<file path="src/rtl/sram_ctrl_pkg.sv">
package sram_ctrl_pkg;

   typedef enum logic [2:0] {
      ST_IDLE,
      ST_RD_ACC,
      ST_RD_REL,
      ST_WR_SET,
      ST_WR_PULSE,
      ST_WR_HOLD
   } ctl_state_e;

   typedef struct packed {
      logic ce_n;
      logic ce2;
      logic we_n;
      logic oe_n;
      logic dq_oe;
   } pin_ctl_t;

   function automatic int cyc_of(input int ns, input int clk_ns);
      int c;
      c = (ns + clk_ns - 1) / clk_ns;
      return (c < 1) ? 1 : c;
   endfunction

   function automatic int imax(input int a, input int b);
      return (a > b) ? a : b;
   endfunction

   function automatic pin_ctl_t pins_for(input ctl_state_e st);
      pin_ctl_t p;
      p = '{ce_n: 1'b1, ce2: 1'b0, we_n: 1'b1, oe_n: 1'b1, dq_oe: 1'b0};
      case (st)
         ST_RD_ACC: begin
            p.ce_n = 1'b0; p.ce2 = 1'b1; p.oe_n = 1'b0;
         end
         ST_WR_SET, ST_WR_HOLD: begin
            p.ce_n = 1'b0; p.ce2 = 1'b1; p.dq_oe = 1'b1;
         end
         ST_WR_PULSE: begin
            p.ce_n = 1'b0; p.ce2 = 1'b1; p.dq_oe = 1'b1; p.we_n = 1'b0;
         end
         default: ;
      endcase
      return p;
   endfunction

endpackage

</file>
<file path="src/rtl/sram_tick_counter.sv">
module sram_tick_counter #(
   parameter int CW = 4
) (
   input  logic          clk,
   input  logic          rst_n,
   input  logic          load,
   input  logic [CW-1:0] load_val,
   output logic          last
);
   logic [CW-1:0] cnt_q;

   always_ff @(posedge clk or negedge rst_n) begin
      if (!rst_n)                cnt_q <= '0;
      else if (load)             cnt_q <= load_val;
      else if (cnt_q != '0)      cnt_q <= cnt_q - 1'b1;
   end

   assign last = (cnt_q <= CW'(1));

   p_load_nonzero_r5: assert property (@(posedge clk) disable iff (!rst_n)
      load |-> (load_val != '0));

endmodule

</file>
<file path="src/rtl/sram_rd_capture.sv">
module sram_rd_capture #(
   parameter int DATA_W = 8
) (
   input  logic              clk,
   input  logic              rst_n,
   input  logic              sample,
   input  logic              wr_fin,
   input  logic [DATA_W-1:0] din,
   output logic [DATA_W-1:0] dout,
   output logic              done
);
   always_ff @(posedge clk or negedge rst_n) begin
      if (!rst_n) begin
         dout <= '0;
         done <= 1'b0;
      end else begin
         if (sample) dout <= din;
         done <= sample | wr_fin;
      end
   end

   p_done_single_r4: assert property (@(posedge clk) disable iff (!rst_n)
      done |=> !done);

   p_one_source_r6: assert property (@(posedge clk) disable iff (!rst_n)
      !(sample && wr_fin));

endmodule

</file>
<file path="src/rtl/sram_async_ctrl.sv">
module sram_async_ctrl
   import sram_ctrl_pkg::*;
#(
   parameter int ADDR_W = 17,
   parameter int DATA_W = 8,
   parameter int CLK_NS = 10,
   parameter int T_RC   = 70,
   parameter int T_AA   = 70,
   parameter int T_OE   = 50,
   parameter int T_WC   = 70,
   parameter int T_WP   = 50,
   parameter int T_AW   = 70,
   parameter int T_DW   = 30,
   parameter int T_OHZ  = 35
) (
   input  logic              clk,
   input  logic              rst_n,
   input  logic              req_valid,
   output logic              req_ready,
   input  logic              req_write,
   input  logic [ADDR_W-1:0] req_addr,
   input  logic [DATA_W-1:0] req_wdata,
   output logic [DATA_W-1:0] rsp_rdata,
   output logic              rsp_done,
   output logic [ADDR_W-1:0] mem_addr,
   output logic [DATA_W-1:0] mem_dq_out,
   output logic              mem_dq_oe,
   input  logic [DATA_W-1:0] mem_dq_in,
   output logic              mem_ce_n,
   output logic              mem_ce2,
   output logic              mem_we_n,
   output logic              mem_oe_n
);
   localparam int RD_N  = imax(imax(cyc_of(T_RC, CLK_NS), cyc_of(T_AA, CLK_NS)),
                               cyc_of(T_OE, CLK_NS));
   localparam int WP_N  = imax(imax(cyc_of(T_WP, CLK_NS), cyc_of(T_DW, CLK_NS)),
                               imax(cyc_of(T_AW, CLK_NS) - 1, cyc_of(T_WC, CLK_NS) - 2));
   localparam int OHZ_N = cyc_of(T_OHZ, CLK_NS);
   localparam int CNT_MAX = imax(imax(RD_N, WP_N), OHZ_N);
   localparam int CW = $clog2(CNT_MAX + 1) + 1;
   localparam logic [CW-1:0] LD_RD  = CW'(RD_N);
   localparam logic [CW-1:0] LD_WP  = CW'(WP_N);
   localparam logic [CW-1:0] LD_OHZ = CW'(OHZ_N);
   localparam logic [CW-1:0] LD_ONE = CW'(1);

   if (CLK_NS < 1) begin : g_bad_clk
      $error("CLK_NS must be at least 1");
   end
   if (ADDR_W < 1 || DATA_W < 1) begin : g_bad_width
      $error("address and data widths must be positive");
   end

   ctl_state_e state_q, state_d;
   pin_ctl_t   pins_q;
   logic       ld, last, sample, wr_fin;
   logic [CW-1:0] ld_val;
   logic [ADDR_W-1:0] addr_q;
   logic [DATA_W-1:0] wdata_q;
   logic accept;

   assign accept = req_valid && (state_q == ST_IDLE);

   always_comb begin
      state_d = state_q;
      ld      = 1'b0;
      ld_val  = LD_ONE;
      sample  = 1'b0;
      wr_fin  = 1'b0;
      case (state_q)
         ST_IDLE: if (req_valid) begin
            ld = 1'b1;
            if (req_write) begin
               state_d = ST_WR_SET;
               ld_val  = LD_ONE;
            end else begin
               state_d = ST_RD_ACC;
               ld_val  = LD_RD;
            end
         end
         ST_RD_ACC: if (last) begin
            sample  = 1'b1;
            state_d = ST_RD_REL;
            ld      = 1'b1;
            ld_val  = LD_OHZ;
         end
         ST_RD_REL: if (last) state_d = ST_IDLE;
         ST_WR_SET: if (last) begin
            state_d = ST_WR_PULSE;
            ld      = 1'b1;
            ld_val  = LD_WP;
         end
         ST_WR_PULSE: if (last) begin
            state_d = ST_WR_HOLD;
            ld      = 1'b1;
            ld_val  = LD_ONE;
         end
         ST_WR_HOLD: if (last) begin
            state_d = ST_IDLE;
            wr_fin  = 1'b1;
         end
         default: state_d = ST_IDLE;
      endcase
   end

   always_ff @(posedge clk or negedge rst_n) begin
      if (!rst_n) begin
         state_q <= ST_IDLE;
         pins_q  <= pins_for(ST_IDLE);
         addr_q  <= '0;
         wdata_q <= '0;
      end else begin
         state_q <= state_d;
         pins_q  <= pins_for(state_d);
         if (accept) begin
            addr_q  <= req_addr;
            wdata_q <= req_wdata;
         end
      end
   end

   sram_tick_counter #(.CW(CW)) u_timer (
      .clk      (clk),
      .rst_n    (rst_n),
      .load     (ld),
      .load_val (ld_val),
      .last     (last)
   );

   sram_rd_capture #(.DATA_W(DATA_W)) u_capture (
      .clk    (clk),
      .rst_n  (rst_n),
      .sample (sample),
      .wr_fin (wr_fin),
      .din    (mem_dq_in),
      .dout   (rsp_rdata),
      .done   (rsp_done)
   );

   assign req_ready  = (state_q == ST_IDLE);
   assign mem_addr   = addr_q;
   assign mem_dq_out = wdata_q;
   assign mem_dq_oe  = pins_q.dq_oe;
   assign mem_ce_n   = pins_q.ce_n;
   assign mem_ce2    = pins_q.ce2;
   assign mem_we_n   = pins_q.we_n;
   assign mem_oe_n   = pins_q.oe_n;

   p_idle_quiet_r2: assert property (@(posedge clk) disable iff (!rst_n)
      req_ready |-> (mem_ce_n && !mem_ce2 && mem_we_n && mem_oe_n && !mem_dq_oe));

   p_read_pins_r3: assert property (@(posedge clk) disable iff (!rst_n)
      !mem_oe_n |-> (!mem_ce_n && mem_ce2 && mem_we_n && !mem_dq_oe));

   p_write_pins_r5: assert property (@(posedge clk) disable iff (!rst_n)
      !mem_we_n |-> (!mem_ce_n && mem_ce2 && mem_oe_n && mem_dq_oe));

   p_no_contention_r5: assert property (@(posedge clk) disable iff (!rst_n)
      mem_dq_oe |-> mem_oe_n);

   p_addr_hold_r7: assert property (@(posedge clk) disable iff (!rst_n)
      (!mem_we_n && $past(!mem_we_n)) |-> $stable(mem_addr));

   p_addr_move_r7: assert property (@(posedge clk) disable iff (!rst_n)
      !$stable(mem_addr) |-> (mem_we_n && $past(mem_we_n)));

   p_busy_blocks_r9: assert property (@(posedge clk) disable iff (!rst_n)
      (!req_ready && req_valid) |=> $stable(mem_addr));

endmodule

</file>
<file path="config.mk">
export PLATFORM = sky130hd
export DESIGN_NAME = sram_async_ctrl
export DESIGN_NICKNAME = d
export VERILOG_FILES = /design/src/rtl/sram_ctrl_pkg.sv /design/src/rtl/sram_tick_counter.sv /design/src/rtl/sram_rd_capture.sv /design/src/rtl/sram_async_ctrl.sv
export SDC_FILE = /design/constraint.sdc
export NUM_CORES = 1
export LEC_CHECK = 0
export CORE_MARGIN = 4
export CORE_UTILIZATION = 44
export DETAILED_ROUTE_END_ITERATION = 7
export GPL_TIMING_DRIVEN = 0
export PLACE_DENSITY_LB_ADDON = 0.08
export REMOVE_ABC_BUFFERS = 1
export SLEW_MARGIN = 20
export SYNTH_ARGS = -nofsm -noshare
export SYNTH_HDL_FRONTEND = slang
export SYNTH_HIERARCHICAL = 1
export SYNTH_SLANG_ARGS = --single-unit
</file>
<file path="constraint.sdc">
create_clock -name clk -period 3.2 [get_ports clk]
set_clock_uncertainty 0.2 [all_clocks]
set_input_delay 0.64 -clock clk [delete_from_list [all_inputs] [get_ports clk]]
set_output_delay 0.64 -clock clk [all_outputs]
set_load 0.02 [all_outputs]
</file>
==> flow_summary_export.csv <==
group,metric,value,unit
run_status,status,"complete, no violations",
final_layout,multiInputGateArea,807,um^2
clock_tree,cts_buffers,5,
setup_path,critPathKind,"flop to flop",
yosys,synthCells,145,
yosys,yosysSeqAreaShare,0.570,
clock_tree,clock_path_buffers,2,
setup_path,crit_top_cell,"nor3_2",
timing,drv_slew,0,
clock_tree,ctsResizeCount,1,
floorplanning,boundaryPins,77,
power,powerDensity,1040,nW/um^2
setup_path,setup.worst_path.end_class,"flop",
yosys,ys_async_sr_fraction,1.00,
final_layout,fin_cells,275,
clock_tree,post-cts-setup-buffers,0,
global_route,grt_max_degree,25,
route,drt_pass1_iterations,4,
timing,fmax,330,MHz
yosys,yosysWarnings,6,
timing,setup_viol,0,
clock_tree,cts_hold_buf,0,
yosys,synth_edf_count,0,
final_layout,fin_nets,261,
setup_path,crit_chain,"inv_1 -> ha_1 -> nor2_1 -> nor3_2 -> nand2_1 -> nor3_2 -> mux2_4",
clock_tree,path_clk_slew,0.08,ns
final_layout,seqCellArea,1150,um^2
power,irDropWorstVdd,0.442,mV
clock_tree,root_buffer,"clkbuf_8",
yosys,ys_ff_latch,46,
timing,min_period,3.03,ns
route,vias,1395,
placement,placed_cell_area,2840,um^2
route,wl_per_cell,15.9,um
yosys,synth_area_per_cell,14.0,um^2
final_layout,drive_above_1_share,0.251,
floorplanning,die-width,75.8,um
final_layout,area_delta_synth_final,44.8,%
placement,place.gp.congestion,0.718,
setup_path,critPathMaxStageDelay,0.76,ns
floorplanning,die_h,75.8,um
route,drc_errors,0,
timing,period_share,0.947,
final_layout,n_antenna_cell,0,
setup_path,worst-endpoint-arrival,3.01,ns
floorplanning,start_util,0.459,
global_route,antenna_found_initial,0,
global_route,overflow,0,
clock_tree,cts_tree,"yes",
floorplanning,die_area,5750,um^2
run,maxCapViolations,0,
placement,dp_hpwl,3.30,mm
setup_path,worstSetupStartpointType,"flop",
setup_path,crit_slowest_cell,"nor3_2",
setup_path,crit_required,3.18,ns
timing,hold_viol,0,
global_route,grt_pass1_vias,1357,
worst_hold_path,hp-class,"input pin to async pin",
route,detail-route-antenna-nets,0,
yosys,ys.flop_type,"dfrtp_1",
route,vias_per_cell,5.07,
power,p_leak,0.00120,uW
timing,tightestPinTransition,0.929,ns
final_layout,utilization,0.664,
timing,relSlewSlack,0.377,
clock_tree,htree_levels,2,
route,drt_iter0_drc,32,
placement,port_buffers,76,
timing,tns,0,ns
final_layout,nFillCells,314,
floorplanning,coreArea,4410,um^2
clock_tree,clk-insertion-delay-late,0.29,ns
global_route,grtUsageTotal,0.152,
route,finalWirelength,4.39,mm
clock_tree,numClockSinks,46,
global_route,grt_pass1_wl,6.56,mm
floorplanning,rows,24,
timing,rsz0062_at_grt,"false",
yosys,synth.distinct_cells,39,
setup_path,path_max_fanout,11,
final_layout,finalInstanceArea,2930,um^2
placement,place_inst,267,
timing,hold_slack,0.141,ns
yosys,synth_area,2020,um^2
## logic make-up (layout without fill, tap and decap cells)
group,after synthesis,count (layout),share of synthesized area
compound gates,18,18,0.0630
xor+xnor,1,1,0.00433
fa+ha+maj,2,2,0.0124
buf+inv,13,91,0.0358
flops,46,46,0.570
mux,37,37,0.219
other cells,1,1,0.00185
simple gates,27,27,0.0927
## state kept, by name (all words and copies together), names as in the netlist
name            count
state_q             3
mem_dq_out          8
u_capture/done      1
mem_ce2             1
mem_ce_n            1
mem_oe_n            1
u_timer/cnt_q       4
mem_dq_oe           1
mem_addr           17
u_capture/dout      8
mem_we_n            1
## cells in the final DEF (no fill, tap or decap), types with 2 or more instances in the layout
| cell | n |
|---|---|
| a21oi_1 | 4 |
| buf_6 | 2 |
| clkbuf_1 | 2 |
| clkbuf_8 | 5 |
| clkdlybuf4s50_1 | 75 |
| dfrtp_1 | 43 |
| dfstp_2 | 3 |
| ha_1 | 2 |
| inv_1 | 4 |
| mux2_2 | 26 |
| mux2_4 | 8 |
| mux2i_1 | 2 |
| nand2_1 | 5 |
| nand3_1 | 2 |
| nand3b_1 | 2 |
| nor2_1 | 2 |
| nor2b_1 | 2 |
| nor3_1 | 2 |
| nor3_2 | 2 |
| nor3b_1 | 2 |
| o21ai_0 | 3 |
| o22ai_1 | 2 |
| or2_2 | 2 |
## synth_stat cells, types with 2 or more instances
cell type,count,share of area
nor3b_1,2,0.0074
buf_6,3,0.017
a21oi_1,4,0.0099
o22ai_1,2,0.0062
nand3b_1,2,0.0074
nor2b_1,2,0.0062
nand3_1,2,0.0049
mux2_4,8,0.059
inv_1,4,0.0074
nand2_1,5,0.0093
ha_1,2,0.012
or2_2,2,0.0062
o21ai_0,3,0.0074
nor3_1,4,0.0099
nor2_1,2,0.0037
clkbuf_1,5,0.0093
mux2_2,26,0.14
dfstp_2,3,0.039
mux2i_1,2,0.0099
dfrtp_1,43,0.53
## worst max-delay path: cells and delay by family (launching register included)
kind	cells	cell delay, ns
simple gates	4	1.61
flops	1	0.41
mux	1	0.36
fa+ha+maj	1	0.24
buf+inv	1	0.11
## metrics by stage
stage          setup slack, ns  power (uW)
2_1_floorplan           0.0461        2000
3_3_place_gp            -0.423        2650
3_5_place_dp            -0.160        2740
4_1_cts                  0.220        3090
5_1_grt                 0.0111        3240
6_report                 0.169        3060
## area by class of cell
type                       count  area share
sequential                    46       0.394
multi-input combinational     86       0.275
timing repair buffer          79       0.275
clock buffer                   7      0.0260
tap                           52      0.0222
inverter                       4     0.00512
clock inverter                 1     0.00256
## power by group
group          internal (uW)  switching [uW]
logic                    892             743
clock network            155             187
registers                879             207
total                   1930            1140
## per-layer routing
| metal | vias up | track usage | share of wire |
|---|---|---|---|
| met3 | 6 | 0.0501 | 0.11 |
| li1 | 662 | - | - |
| met2 | 61 | 0.250 | 0.47 |
| met5 | - | 0 | 0 |
| met4 | 0 | 0.0524 | 0.013 |
| met1 | 666 | 0.188 | 0.41 |
## path summary, 6_finish.rpt
check | cells past startpoint | start | endpoint | slack [ns]
worst max-delay path | 7 | u_timer/cnt_q[0]$_DFFE_PN0P_ | u_capture/dout[6]$_DFFE_PN0P_ | 0.17
worst min-delay path | 1 | rst_n | mem_addr[5]$_DFFE_PN0P_ | 0.14
worst max register to register | 7 | u_timer/cnt_q[0]$_DFFE_PN0P_ | u_capture/dout[6]$_DFFE_PN0P_ | 0.17
worst min register to register | 1 | mem_dq_out[6]$_DFFE_PN0P_ | mem_dq_out[6]$_DFFE_PN0P_ | 0.30
max in group asynchronous | 2 | rst_n | mem_oe_n$_DFF_PN1_ | 2.06
min in group clk | 1 | mem_dq_out[6]$_DFFE_PN0P_ | mem_dq_out[6]$_DFFE_PN0P_ | 0.30
No activity file was read; power rests on OpenSTA's default activity.
